===== config.mk =====
export PLATFORM = sky130hd
export DESIGN_NAME = barrel_shift_unit
export DESIGN_NICKNAME = d
export VERILOG_FILES = /design/src/rtl/shf_pkg.sv /design/src/rtl/shf_amount_sel.sv /design/src/rtl/shf_orient.sv /design/src/rtl/shf_right_core.sv /design/src/rtl/barrel_shift_unit.sv
export SDC_FILE = /design/constraint.sdc
export NUM_CORES = 1
export LEC_CHECK = 0
export ABC_AREA = 1
export BUFFER_PORTS_ARGS = -buffer_cell sky130_fd_sc_hd__buf_2
export CAP_MARGIN = 30
export CORE_MARGIN = 4
export CORE_UTILIZATION = 50
export DETAILED_ROUTE_END_ITERATION = 6
export PLACE_DENSITY = 0.85
export SYNTH_ARGS = -nofsm -noshare
export SYNTH_HDL_FRONTEND = slang
export SYNTH_SLANG_ARGS = --single-unit

===== constraint.sdc =====
create_clock -name vclk -period 5.63
set_input_delay 0.2815 -clock vclk [all_inputs]
set_output_delay 0.2815 -clock vclk [all_outputs]
set_load 0.05 [all_outputs]

===== src/rtl/shf_pkg.sv =====
package shf_pkg;

   // Mode encoding seen on kind_i
   typedef enum logic [1:0] {
      SHF_LSL = 2'd0,
      SHF_LSR = 2'd1,
      SHF_ASR = 2'd2,
      SHF_ROR = 2'd3
   } shf_kind_e;

endpackage


===== src/rtl/shf_amount_sel.sv =====
module shf_amount_sel #(
   parameter int DATA_W    = 32,
   parameter int IMM_W     = 5,
   parameter int REG_AMT_W = 8
) (
   input  logic [IMM_W-1:0]     imm_amt,
   input  logic [REG_AMT_W-1:0] reg_amt,
   input  logic                 use_reg,
   output logic                 is_zero,
   output logic                 ge_width,
   output logic                 eq_width,
   output logic [IMM_W-1:0]     low_amt,
   output logic [IMM_W-1:0]     carry_idx
);

   logic [REG_AMT_W-1:0] amt;

   generate
      if (REG_AMT_W > IMM_W) begin : g_wide
         localparam logic [REG_AMT_W-1:0] WIDTH_AS_AMT = REG_AMT_W'(DATA_W);
         assign amt      = use_reg ? reg_amt : {{(REG_AMT_W-IMM_W){1'b0}}, imm_amt};
         assign ge_width = |amt[REG_AMT_W-1:IMM_W];
         assign eq_width = (amt == WIDTH_AS_AMT);
      end else begin : g_narrow
         assign amt      = use_reg ? reg_amt : imm_amt;
         assign ge_width = 1'b0;
         assign eq_width = 1'b0;
      end
   endgenerate

   assign is_zero   = (amt == '0);
   assign low_amt   = amt[IMM_W-1:0];
   // index of the last bit leaving the word; wraps to DATA_W-1 for multiples of DATA_W
   assign carry_idx = low_amt - IMM_W'(1);

endmodule


===== src/rtl/shf_orient.sv =====
module shf_orient #(
   parameter int DATA_W = 32
) (
   input  logic [DATA_W-1:0] din,
   input  logic              flip,
   output logic [DATA_W-1:0] dout
);

   logic [DATA_W-1:0] reversed;

   generate
      for (genvar b = 0; b < DATA_W; b++) begin : g_rev
         assign reversed[b] = din[DATA_W-1-b];
      end
   endgenerate

   assign dout = flip ? reversed : din;

endmodule


===== src/rtl/shf_right_core.sv =====
module shf_right_core #(
   parameter int DATA_W = 32,
   parameter int IMM_W  = 5
) (
   input  logic [DATA_W-1:0] opd,
   input  logic [IMM_W-1:0]  low_amt,
   input  logic [IMM_W-1:0]  carry_idx,
   input  logic              fill,
   input  logic              rotate,
   output logic [DATA_W-1:0] shifted,
   output logic              last_out
);

   logic [DATA_W-1:0] stg [0:IMM_W];

   assign stg[0] = opd;

   generate
      for (genvar k = 0; k < IMM_W; k++) begin : g_stage
         localparam int STEP = 1 << k;
         logic [STEP-1:0] enter;
         assign enter      = rotate ? stg[k][STEP-1:0] : {STEP{fill}};
         assign stg[k+1]   = low_amt[k] ? {enter, stg[k][DATA_W-1:STEP]} : stg[k];
      end
   endgenerate

   assign shifted  = stg[IMM_W];
   assign last_out = opd[carry_idx];

endmodule


===== src/rtl/barrel_shift_unit.sv =====
module barrel_shift_unit #(
   parameter int DATA_W    = 32,
   parameter int REG_AMT_W = 8
) (
   input  logic [DATA_W-1:0] opd_i,
   input  logic [1:0]        kind_i,
   input  logic [$clog2(DATA_W)-1:0] imm_amt_i,
   input  logic [DATA_W-1:0] reg_amt_i,
   input  logic              use_reg_i,
   input  logic              carry_i,
   output logic [DATA_W-1:0] result_o,
   output logic              carry_o
);
   import shf_pkg::*;

   localparam int IMM_W = $clog2(DATA_W);

   generate
      if (DATA_W != (1 << IMM_W)) begin : g_bad_width
         $fatal(1, "DATA_W must be a power of two");
      end
      if (REG_AMT_W < IMM_W || REG_AMT_W > DATA_W) begin : g_bad_amt
         $fatal(1, "REG_AMT_W must lie between log2(DATA_W) and DATA_W");
      end
   endgenerate

   shf_kind_e kind;
   logic is_zero, ge_width, eq_width;
   logic [IMM_W-1:0] low_amt, carry_idx;
   logic is_left, is_rot, is_arith, sign, fill;
   logic [DATA_W-1:0] fwd, core_out, shifted;
   logic core_carry;

   assign kind     = shf_kind_e'(kind_i);
   assign is_left  = (kind == SHF_LSL);
   assign is_rot   = (kind == SHF_ROR);
   assign is_arith = (kind == SHF_ASR);
   assign sign     = opd_i[DATA_W-1];
   assign fill     = is_arith & sign;

   shf_amount_sel #(.DATA_W(DATA_W), .IMM_W(IMM_W), .REG_AMT_W(REG_AMT_W)) u_amt (
      .imm_amt   (imm_amt_i),
      .reg_amt   (reg_amt_i[REG_AMT_W-1:0]),
      .use_reg   (use_reg_i),
      .is_zero   (is_zero),
      .ge_width  (ge_width),
      .eq_width  (eq_width),
      .low_amt   (low_amt),
      .carry_idx (carry_idx)
   );

   // left shifts run through the right shifter on a bit-reversed word
   shf_orient #(.DATA_W(DATA_W)) u_in_orient (
      .din  (opd_i),
      .flip (is_left),
      .dout (fwd)
   );

   shf_right_core #(.DATA_W(DATA_W), .IMM_W(IMM_W)) u_core (
      .opd       (fwd),
      .low_amt   (low_amt),
      .carry_idx (carry_idx),
      .fill      (fill),
      .rotate    (is_rot),
      .shifted   (core_out),
      .last_out  (core_carry)
   );

   shf_orient #(.DATA_W(DATA_W)) u_out_orient (
      .din  (core_out),
      .flip (is_left),
      .dout (shifted)
   );

   always_comb begin
      result_o = shifted;
      carry_o  = core_carry;
      if (is_zero) begin
         result_o = opd_i;
         carry_o  = carry_i;
      end else if (ge_width && !is_rot) begin
         if (is_arith) begin
            result_o = {DATA_W{sign}};
            carry_o  = sign;
         end else begin
            result_o = '0;
            carry_o  = eq_width & fwd[DATA_W-1];
         end
      end
   end

endmodule


==> results of run 1 <==
==> synth_stat cells (3+ instances only) <==
cell,number
sky130_fd_sc_hd__nand2_1,282
sky130_fd_sc_hd__nand2_2,11
sky130_fd_sc_hd__buf_4,10
sky130_fd_sc_hd__nor2_1,37
sky130_fd_sc_hd__o21ai_2,6
sky130_fd_sc_hd__buf_2,23
sky130_fd_sc_hd__nand3_2,12
sky130_fd_sc_hd__inv_1,40
sky130_fd_sc_hd__nand3_1,323
sky130_fd_sc_hd__o211ai_1,3
sky130_fd_sc_hd__inv_2,11
sky130_fd_sc_hd__nand2_4,5
sky130_fd_sc_hd__a21oi_1,34
sky130_fd_sc_hd__buf_1,7
sky130_fd_sc_hd__clkbuf_1,6
sky130_fd_sc_hd__buf_6,9
==> kinds of logic after synthesis <==
group / after synthesis / share of synthesized area
adder cells (fa/ha/maj): 2 / 0.00627
buffers and inverters: 110 / 0.142
AND/OR/NAND/NOR: 675 / 0.775
AO/OA/AOI/OAI: 49 / 0.0705
XOR/XNOR: 3 / 0.00658
==> power by group through the flow <==
stage	logic, mW	clock network (mW)	registers (mW)
after floorplan	0.570	0	0
after global placement	0.720	0	0
after detailed placement	0.728	0	0
after CTS	0.730	0	0
after global routing	0.812	0	0
final	0.751	0	0
==> layer usage <==
layer	vias to the layer above	wire, um	global-route usage	share of wire
met4	0	839	0.134	0.053
li1	2874	-	-	-
met1	2624	6270	0.436	0.39
met5	-	0	0	0
met2	438	6760	0.482	0.42
met3	60	2050	0.0632	0.13
==> worst min-delay path, stage by stage <==
cell,delay (ns)
sky130_fd_sc_hd__buf_2,0.10
sky130_fd_sc_hd__nand2_1,0.05
sky130_fd_sc_hd__nand2_1,0.05
sky130_fd_sc_hd__buf_2,0.20
==> worst paths after layout <==
kind / to / slack [ns]
max: carry_o / 1.85
min: carry_o / 0.96
==> layout make-up <==
type                       count  area (sq um)  share of cell area
tap                          102           128              0.0300
timing repair buffer          87           480               0.113
inverter                      54           210              0.0495
multi-input combinational    729          3430               0.807
==> through the flow <==
step                      instances  worst slack (ns)  cell area, sq um  hold WS, ns
after global placement          970              1.93              4200        0.971
after floorplan                 839              2.94              3990        0.841
after detailed placement        972              1.97              4250        0.967
final                           972              1.85              4250        0.965
after global routing            972              1.64              4250        0.994
after CTS                       972              1.97              4250        0.967
==> layout by cell type (no fill, tap or decap), types with 2 or more instances in the layout <==
cell                         n
sky130_fd_sc_hd__o21ai_1     2
sky130_fd_sc_hd__a21oi_1    33
sky130_fd_sc_hd__inv_1      40
sky130_fd_sc_hd__o21ai_2     6
sky130_fd_sc_hd__xor2_1      2
sky130_fd_sc_hd__o21ai_0     2
sky130_fd_sc_hd__buf_4       3
sky130_fd_sc_hd__inv_2      11
sky130_fd_sc_hd__nand2_2    11
sky130_fd_sc_hd__nand3_2    12
sky130_fd_sc_hd__ha_1        2
sky130_fd_sc_hd__nand2_1   282
sky130_fd_sc_hd__o211ai_1    3
sky130_fd_sc_hd__nand2_4     5
sky130_fd_sc_hd__nor2_1     37
sky130_fd_sc_hd__buf_2      82
sky130_fd_sc_hd__nand3_1   323
==> flow_metrics.tcl, run 1 <==
set metrics [dict create \
    die_area_sq_um 9480 \
    path_buf_inv 5 \
    sequential_cell_area_sq_um 0 \
    synth_nets 914 \
    power_leakage_nw 2.41 \
    power.total_uw 751 \
    power.net_switching_uw 551 \
    clkbuf_count 0 \
    num-nets-final 947 \
    syn_avg_cell_area_sq_um 4.76 \
    rsz0062_at_grt "false" \
    die_width_um 97.4 \
    clockPowerShare 0 \
    setup-tns-final_ns 0 \
    power_frac_comb 1.000 \
    run_status "complete, no violations" \
    fp.coreArea_sq_um 7730 \
    io_buffer_count 82 \
    path_depth 15 \
    kind_of_start_point_of_the_critical_path "input port" \
    critical-path-top-delay-family "buffers and inverters" \
    area_growth_syn_to_layout_pct 6.42 \
    yosys.cell_types.count 32 \
    finalCoreUtilization 0.550 \
    nFillCells 889 \
    number_of_endpoints_with_negative_hold_slack_in_the_final_report 0 \
    grt_antenna_before_repair 0 \
    wire_per_inst_um 16.4 \
    synth_top_area_share 0.405 \
    timing.final.crit_share 0.672 \
    worst_hold_path.num_cells 4 \
    worst_path_max_delay_cell "sky130_fd_sc_hd__ha_1" \
    crit_path_frequent_cell "sky130_fd_sc_hd__nand3_1" \
    worst_ep_arrival_time_ns 3.50 \
    grt_overflow 0 \
    tightest_slew_ns 1.04 \
    relSlewSlack 0.308 \
    max-vdd-ir-drop_uv 91.5 \
    yosysSeqAreaShare 0 \
    p_per_area_nw_per_um2 177 \
    p_int_uw 200 \
    grt_pass1_vias 5043 \
    ys.warnings.count 0 \
    worstPathMaxFanout 36 \
    diodes 0 \
    hpwl_mm 12.0 \
    placement_rows 32 \
    boundaryPins 106 \
    dieHeight_um 97.4 \
    max_cap_violations 0 \
    maxSlewViolCount 0 \
    route.detailed.drc 0 \
    hold_buffers 0 \
    syn_inst 839 \
    drt.antenna.violating_nets 0 \
    finalWeightedCongestion 1.01 \
    detail_route.vias_per_cell 6.17 \
    routed_wl_mm 15.9 \
    p_sw_frac 0.734 \
    grt_util_all_layers 0.318 \
    timing.fmax_mhz 264 \
    netlist.top_cell.by_area "sky130_fd_sc_hd__nand3_1" \
    synth_top_cells_by_area "sky130_fd_sc_hd__nand3_1 (40%), sky130_fd_sc_hd__nand2_1 (27%), sky130_fd_sc_hd__a21oi_1 (4.3%), sky130_fd_sc_hd__inv_1 (3.8%), sky130_fd_sc_hd__nor2_1 (3.5%)" \
    detailedRoute.firstIterationViolations 821 \
    wire_length_of_the_first_global_routing_pass_mm 25.6 \
    flops_and_latches 0 \
    cp-end-kind "primary output" \
    setup.worst_path.class "in -> out" \
    cpPeakStageDelay_ns 0.62 \
    cts_setup_buffers 0 \
    power_frac_seq 0 \
    cp_cell_instances "buf_2, inv_6, nand2_1, nand2_2, inv_2, ha_1, inv_1, nand3_1, nand3_1, nand3_1, o21ai_1, o211ai_1, nand3_1, nand2_1, buf_2" \
    total_number_of_vias 5996 \
    largest_net_degree_at_the_start_of_global_routing 60 \
    crit_start "use_reg_i" \
    required_time_at_the_endpoint_of_the_critical_path_ns 5.35 \
    start_util 0.517 \
    drive_gt1_frac 0.157 \
    mappedNetlistArea_sq_um 3990 \
    hold_start "carry_i" \
    cts_repair_resize_count 0 \
    drt_first_pass_iters 5 \
    setup_violators_final 0 \
    min_path_type "in -> out" \
    fin_crit_ns 3.78 \
]
Power figures use the tool's default switching activity.
==> run 2, diff against run 1 <==
ABC_AREA = 0   (was 1)
PLACE_DENSITY = 0.88   (was 0.85)
clock period = 3 ns   (was 5.63 ns; I/O delays follow)
==> run 2 against run 1 <==
Compared with the run above:
- sequential share of layout area unchanged
- global-route usage up 8.0 points
- critical path type unchanged
- count of clock-buffer cells in the layout unchanged
- total power rose to 2.7 times the previous value
- the flow now finishes with violations (design-rule violations, negative setup slack)
- largest power group unchanged
==> flow_metrics.tcl, run 2 <==
set metrics [dict create \
    placement_rows 32 \
    synth_top_area_share 0.263 \
    final_instance_count_without_filler_cells 748 \
    area_growth_syn_to_layout_pct 38.0 \
    synth_top_cells_by_area "sky130_fd_sc_hd__mux4_2 (26%), sky130_fd_sc_hd__mux2i_1 (14%), sky130_fd_sc_hd__a21oi_1 (5.6%), sky130_fd_sc_hd__nor2_1 (4.6%), sky130_fd_sc_hd__o21ai_0 (4.4%)" \
    detail_route.vias_per_cell 7.61 \
    failed_checks "design-rule violations, negative setup slack" \
    synth_nets 569 \
    post-place-cells 742 \
    crit_start "use_reg_i" \
    power_leakage_nw 2.31 \
    grt_overflow 0 \
    ys.warnings.count 0 \
    hpwl_mm 15.9 \
    kind_of_start_point_of_the_critical_path "input port" \
    syn_avg_cell_area_sq_um 8.31 \
    number_of_endpoints_with_negative_hold_slack_in_the_final_report 0 \
    worstPathMaxFanout 8 \
    timing.fmax_mhz 332 \
    io_buffer_count 82 \
    grt_antenna_before_repair 0 \
    yosys.cell_types.count 58 \
    finalWeightedCongestion 1.10 \
    max-vdd-ir-drop_uv 337 \
    timing.hold.worst_endpoint "carry_o" \
    worst_ep_arrival_time_ns 2.87 \
    hold_start "carry_i" \
    mostFrequentLayoutCell "sky130_fd_sc_hd__buf_4" \
    place_worst_setup_slack_ns -0.104 \
    maxSlewViolCount 0 \
    timing.final.crit_share 1.01 \
    start_util 0.523 \
    boundaryPins 106 \
    flops_and_latches 0 \
    hold_buffers 0 \
    most_frequent_cells_in_the_layout "sky130_fd_sc_hd__buf_4 (109), sky130_fd_sc_hd__buf_2 (74), sky130_fd_sc_hd__mux4_2 (48), sky130_fd_sc_hd__nor2_1 (46), sky130_fd_sc_hd__mux2i_1 (45)" \
    fp.coreArea_sq_um 7850 \
    die_area_sq_um 9730 \
    setup-tns-final_ns -0.0166 \
    required_time_at_the_endpoint_of_the_critical_path_ns 2.85 \
    min_path_type "in -> out" \
    syn_inst 494 \
    run_status "finished, violations left" \
    nFillCells 646 \
    p_per_area_nw_per_um2 354 \
    synth.cells.most_frequent "sky130_fd_sc_hd__mux2i_1 (57), sky130_fd_sc_hd__nor2_1 (50), sky130_fd_sc_hd__mux4_2 (48), sky130_fd_sc_hd__a21oi_1 (46), sky130_fd_sc_hd__nand2_1 (43)" \
    grt_pass1_vias 5290 \
    drt.antenna.violating_nets 0 \
    routed_wl_mm 20.9 \
    num-nets-final 723 \
    relSlewSlack 0.284 \
    tightest_slew_ns 1.07 \
    detailedRoute.firstIterationViolations 831 \
    diodes 0 \
    worst_hold_path.num_cells 4 \
    drt_first_pass_iters 7 \
    cp-end-kind "primary output" \
    grt_util_all_layers 0.398 \
    die_width_um 98.6 \
    netlist.top_cell.by_area "sky130_fd_sc_hd__mux4_2" \
    sequential_cell_area_sq_um 0 \
    route.detailed.drc 2 \
    drive_gt1_frac 0.508 \
    fin_crit_ns 3.02 \
    most_instantiated_library_cell_after_synthesis "sky130_fd_sc_hd__mux2i_1" \
    largest_net_degree_at_the_start_of_global_routing 37 \
    setup_violators_final 1 \
    mappedNetlistArea_sq_um 4110 \
    yosysSeqAreaShare 0 \
    wire_length_of_the_first_global_routing_pass_mm 30.3 \
    clkbuf_count 0 \
    total_number_of_vias 5696 \
    max_cap_violations 0 \
    setup.worst_path.class "in -> out" \
    fin_ws_ns -0.0166 \
    dieHeight_um 98.6 \
    wire_per_inst_um 27.9 \
]
## run 2: changes by cell type in the layout (fill, tap and decap cells not counted), sizes merged, moves of 48 or more
cell | previous run | this run
buf | 87 | 193
inv | 53 | 3
mux2i | 0 | 72
mux4 | 0 | 48
nand2 | 298 | 43
nand3 | 335 | 13
## run 2: worst max-delay path by stage
stage / cells past startpoint / end / slack (ns)
after floorplan: 10 / result_o[3] / 0.03
after global placement: 13 / result_o[20] / -0.05
after detailed placement: 12 / result_o[13] / -0.10
after CTS: 12 / result_o[1] / -0.005
after global routing: 13 / result_o[18] / -0.08
final: 12 / carry_o / -0.02
## run 2: final cells by class
type / count / area [sq um] / area share
repair buffers: 198 / 1420 / 0.251
inverters: 3 / 18.8 / 0.00331
well taps: 102 / 128 / 0.0225
multi-input cells: 445 / 4100 / 0.723
## run 2: per-stage QoR
step / hold WS [ns] / power (mW) / util / area [sq um]
after floorplan: 0.523 / 1.18 / - / 4180
after global placement: 0.700 / 1.79 / 0.682 / 5350
after detailed placement: 0.712 / 1.81 / 0.682 / 5350
after CTS: 0.713 / 1.84 / 0.688 / 5400
after global routing: 0.729 / 2.07 / 0.722 / 5670
final: 0.716 / 2.01 / 0.722 / 5670
## run 2: cells by family after synthesis
group / count (synthesis) / share of synthesized area
AO/OA/AOI/OAI: 183 / 0.289
XOR/XNOR: 3 / 0.00640
buffers and inverters: 49 / 0.0692
multiplexers: 129 / 0.493
adder cells (fa/ha/maj): 2 / 0.00609
AND/OR/NAND/NOR: 128 / 0.136
## run 2: power by group
| group | switching, mW | total, mW | internal [mW] | leakage (nW) |
|---|---|---|---|---|
| registers | 0 | 0 | 0 | 0 |
| logic | 1.22 | 2.01 | 0.787 | 2.31 |
| clock network | 0 | 0 | 0 | 0 |
| total | 1.22 | 2.01 | 0.787 | 2.31 |
## run 2: metal layers
layer  share of wire  global-route usage  vias up  wire length (um)
met4           0.080               0.199        0              1670
li1                -                   -     2300                 -
met2            0.43               0.618      619              8920
met1            0.34               0.517     2607              7020
met5               0                   0        -                 0
met3            0.16              0.0977      170              3260
## run 2: timing repair
action | 4_1_cts | 5_1_grt
cloned | 0 | 1
setup endpoints to repair | 9 | 28
pin swaps | 2 | 7
setup buffers | 0 | 5
gates resized for setup | 11 | 43
## run 2: worst max-delay path, stage by stage
cell	delay, ns
sky130_fd_sc_hd__buf_2	0.15
sky130_fd_sc_hd__mux2i_4	0.40
sky130_fd_sc_hd__buf_4	0.25
sky130_fd_sc_hd__buf_4	0.17
sky130_fd_sc_hd__ha_2	0.37
sky130_fd_sc_hd__mux4_2	0.32
sky130_fd_sc_hd__mux2i_2	0.22
sky130_fd_sc_hd__mux2i_1	0.11
sky130_fd_sc_hd__mux2i_1	0.23
sky130_fd_sc_hd__o211ai_1	0.16
sky130_fd_sc_hd__o21ai_2	0.09
sky130_fd_sc_hd__clkbuf_4	0.24
==> run 3, diff against run 2 <==
MAX_ROUTING_LAYER = met4   (was default)
==> run 3 against run 2 <==
Compared with the run above:
- global-route usage up 1.6 points
- the flow finishes with violations (negative setup slack)
- count of clock-buffer cells in the layout unchanged
- utilization grew 1.9 points
- fmax is 1.6% lower
- sequential share of layout area unchanged
- via count decreased by 0.44%
- combinational power barely moved
- non-clock buffer count is 9 higher
- die area unchanged
==> flow_metrics.tcl, run 3 (synthesized netlist as in run 2, its figures left out) <==
set metrics [dict create \
    run_status "finished, violations left" \
    failed_checks "negative setup slack" \
    placement_rows 32 \
    drive_gt1_frac 0.519 \
    p_sw_frac 0.602 \
    setup-tns-final_ns -0.175 \
    grt_pass1_vias 5270 \
    start_util 0.523 \
    post-place-cells 739 \
    max_cap_violations 0 \
    power_frac_seq 0 \
    setup_violators_final 6 \
    p_per_area_nw_per_um2 351 \
    power.net_switching_mw 1.23 \
    required_time_at_the_endpoint_of_the_critical_path_ns 2.85 \
    worst_ep_arrival_time_ns 2.92 \
    detail_route.vias_per_cell 7.49 \
    fp.coreArea_sq_um 7850 \
    fin_ws_ns -0.0653 \
    most_frequent_cells_in_the_layout "sky130_fd_sc_hd__buf_4 (113), sky130_fd_sc_hd__buf_2 (74), sky130_fd_sc_hd__mux4_2 (48), sky130_fd_sc_hd__nor2_1 (47), sky130_fd_sc_hd__mux2i_1 (46)" \
    boundaryPins 106 \
    sequential_cell_area_sq_um 0 \
    finalHoldWorstSlack_ns 0.702 \
    wire_length_of_the_first_global_routing_pass_mm 30.6 \
    die_area_sq_um 9730 \
    kind_of_start_point_of_the_critical_path "input port" \
    wire_per_inst_um 27.9 \
    min_path_type "in -> out" \
    worstPathMaxFanout 6 \
    clockPowerShare 0 \
    largest_net_degree_at_the_start_of_global_routing 36 \
    flops_and_latches 0 \
    rsz0062_at_grt "true" \
    num-nets-final 732 \
    drt.antenna.violating_nets 0 \
    grt_util_all_layers 0.414 \
    hpwl_mm 16.1 \
    grt_overflow 0 \
    route.detailed.drc 0 \
    grt_antenna_before_repair 0 \
    tightest_slew_ns 1.09 \
    power_frac_comb 1.000 \
    p_int_uw 810 \
    drt_first_pass_iters 6 \
    number_of_endpoints_with_negative_hold_slack_in_the_final_report 0 \
    relSlewSlack 0.267 \
    routed_wl_mm 21.1 \
    timing.fmax_mhz 326 \
    setup.worst_path.class "in -> out" \
    max-vdd-ir-drop_uv 293 \
    fin_crit_ns 3.07 \
    area_growth_syn_to_layout_pct 41.6 \
    die_width_um 98.6 \
    dieHeight_um 98.6 \
    final_instance_count_without_filler_cells 757 \
    maxSlewViolCount 0 \
    total_number_of_vias 5671 \
    clkbuf_count 0 \
    detailedRoute.firstIterationViolations 800 \
    power_leakage_nw 2.38 \
    timing.final.crit_share 1.02 \
    multi_input_area_sq_um 4120 \
    cp-end-kind "primary output" \
    mostFrequentLayoutCell "sky130_fd_sc_hd__buf_4" \
    io_buffer_count 82 \
    nFillCells 561 \
    diodes 0 \
    finalWeightedCongestion 1.12 \
]
run 3: cell types whose count changed in the layout (fill, tap and decap cells not counted), moves of 2 or more:
| cell | previous run | this run |
|---|---|---|
| sky130_fd_sc_hd__a21oi_2 | 16 | 18 |
| sky130_fd_sc_hd__buf_6 | 2 | 5 |
| sky130_fd_sc_hd__buf_12 | 7 | 10 |
| sky130_fd_sc_hd__o22ai_1 | 10 | 8 |
| sky130_fd_sc_hd__a21oi_1 | 31 | 29 |
| sky130_fd_sc_hd__buf_4 | 109 | 113 |
| sky130_fd_sc_hd__o221ai_1 | 3 | 5 |
| sky130_fd_sc_hd__o22ai_2 | 1 | 3 |
| sky130_fd_sc_hd__o221ai_2 | 4 | 2 |
run 3: repair_timing:
| action | in CTS | in global routing |
|---|---|---|
| setup endpoints to repair | 13 | 28 |
| pin swaps | 2 | 11 |
| gates resized for setup | 6 | 53 |
| setup buffers | 1 | 15 |
| hold buffers | 0 | 0 |
| cloned | 0 | 2 |
run 3: path summary, 6_finish.rpt:
kind / startpoint / end / depth (start not counted)
setup / recovery: kind_i[0] / result_o[4] / 13
hold / removal: carry_i / carry_o / 4
run 3: cell type report:
type | instances | area share
Multi-Input combinational cell | 445 | 0.709
Timing Repair Buffer | 207 | 0.266
Inverter | 3 | 0.00323
Tap cell | 102 | 0.0220
run 3: metal layers:
layer  GRT usage  up-vias  routed length (um)
met3      0.0644      140                2900
met2       0.642      572                9310
met1       0.522     2637                7160
met4       0.218        0                1730
li1            -     2322                   -
met5           -        -                   0
run 3: critical path, stage by stage:
cell                       delay [ns]
sky130_fd_sc_hd__buf_2           0.13
sky130_fd_sc_hd__nor2_4          0.12
sky130_fd_sc_hd__buf_12          0.14
sky130_fd_sc_hd__buf_12          0.12
sky130_fd_sc_hd__buf_4           0.13
sky130_fd_sc_hd__mux4_2          0.56
sky130_fd_sc_hd__mux2i_1         0.25
sky130_fd_sc_hd__mux2i_1         0.19
sky130_fd_sc_hd__a22o_1          0.29
sky130_fd_sc_hd__o21ba_1         0.20
sky130_fd_sc_hd__a221oi_2        0.32
sky130_fd_sc_hd__nor2_1          0.08
sky130_fd_sc_hd__buf_2           0.22
run 3: metrics by stage:
step                      cell area [sq um]  power (mW)  setup WS (ns)   util
after global placement                 5380        1.80        -0.0315  0.685
after floorplan                        4180        1.18         0.0267      -
after detailed placement               5380        1.82         -0.128  0.685
after CTS                              5420        1.84         0.0153  0.690
final                                  5810        2.04        -0.0653  0.741
after global routing                   5810        2.10         -0.103  0.741
run 3: power groups by stage:
stage / logic, mW / registers [mW] / clock network (mW)
2_1_floorplan: 1.18 / 0 / 0
3_3_place_gp: 1.80 / 0 / 0
3_5_place_dp: 1.82 / 0 / 0
4_1_cts: 1.84 / 0 / 0
5_1_grt: 2.10 / 0 / 0
6_report: 2.04 / 0 / 0
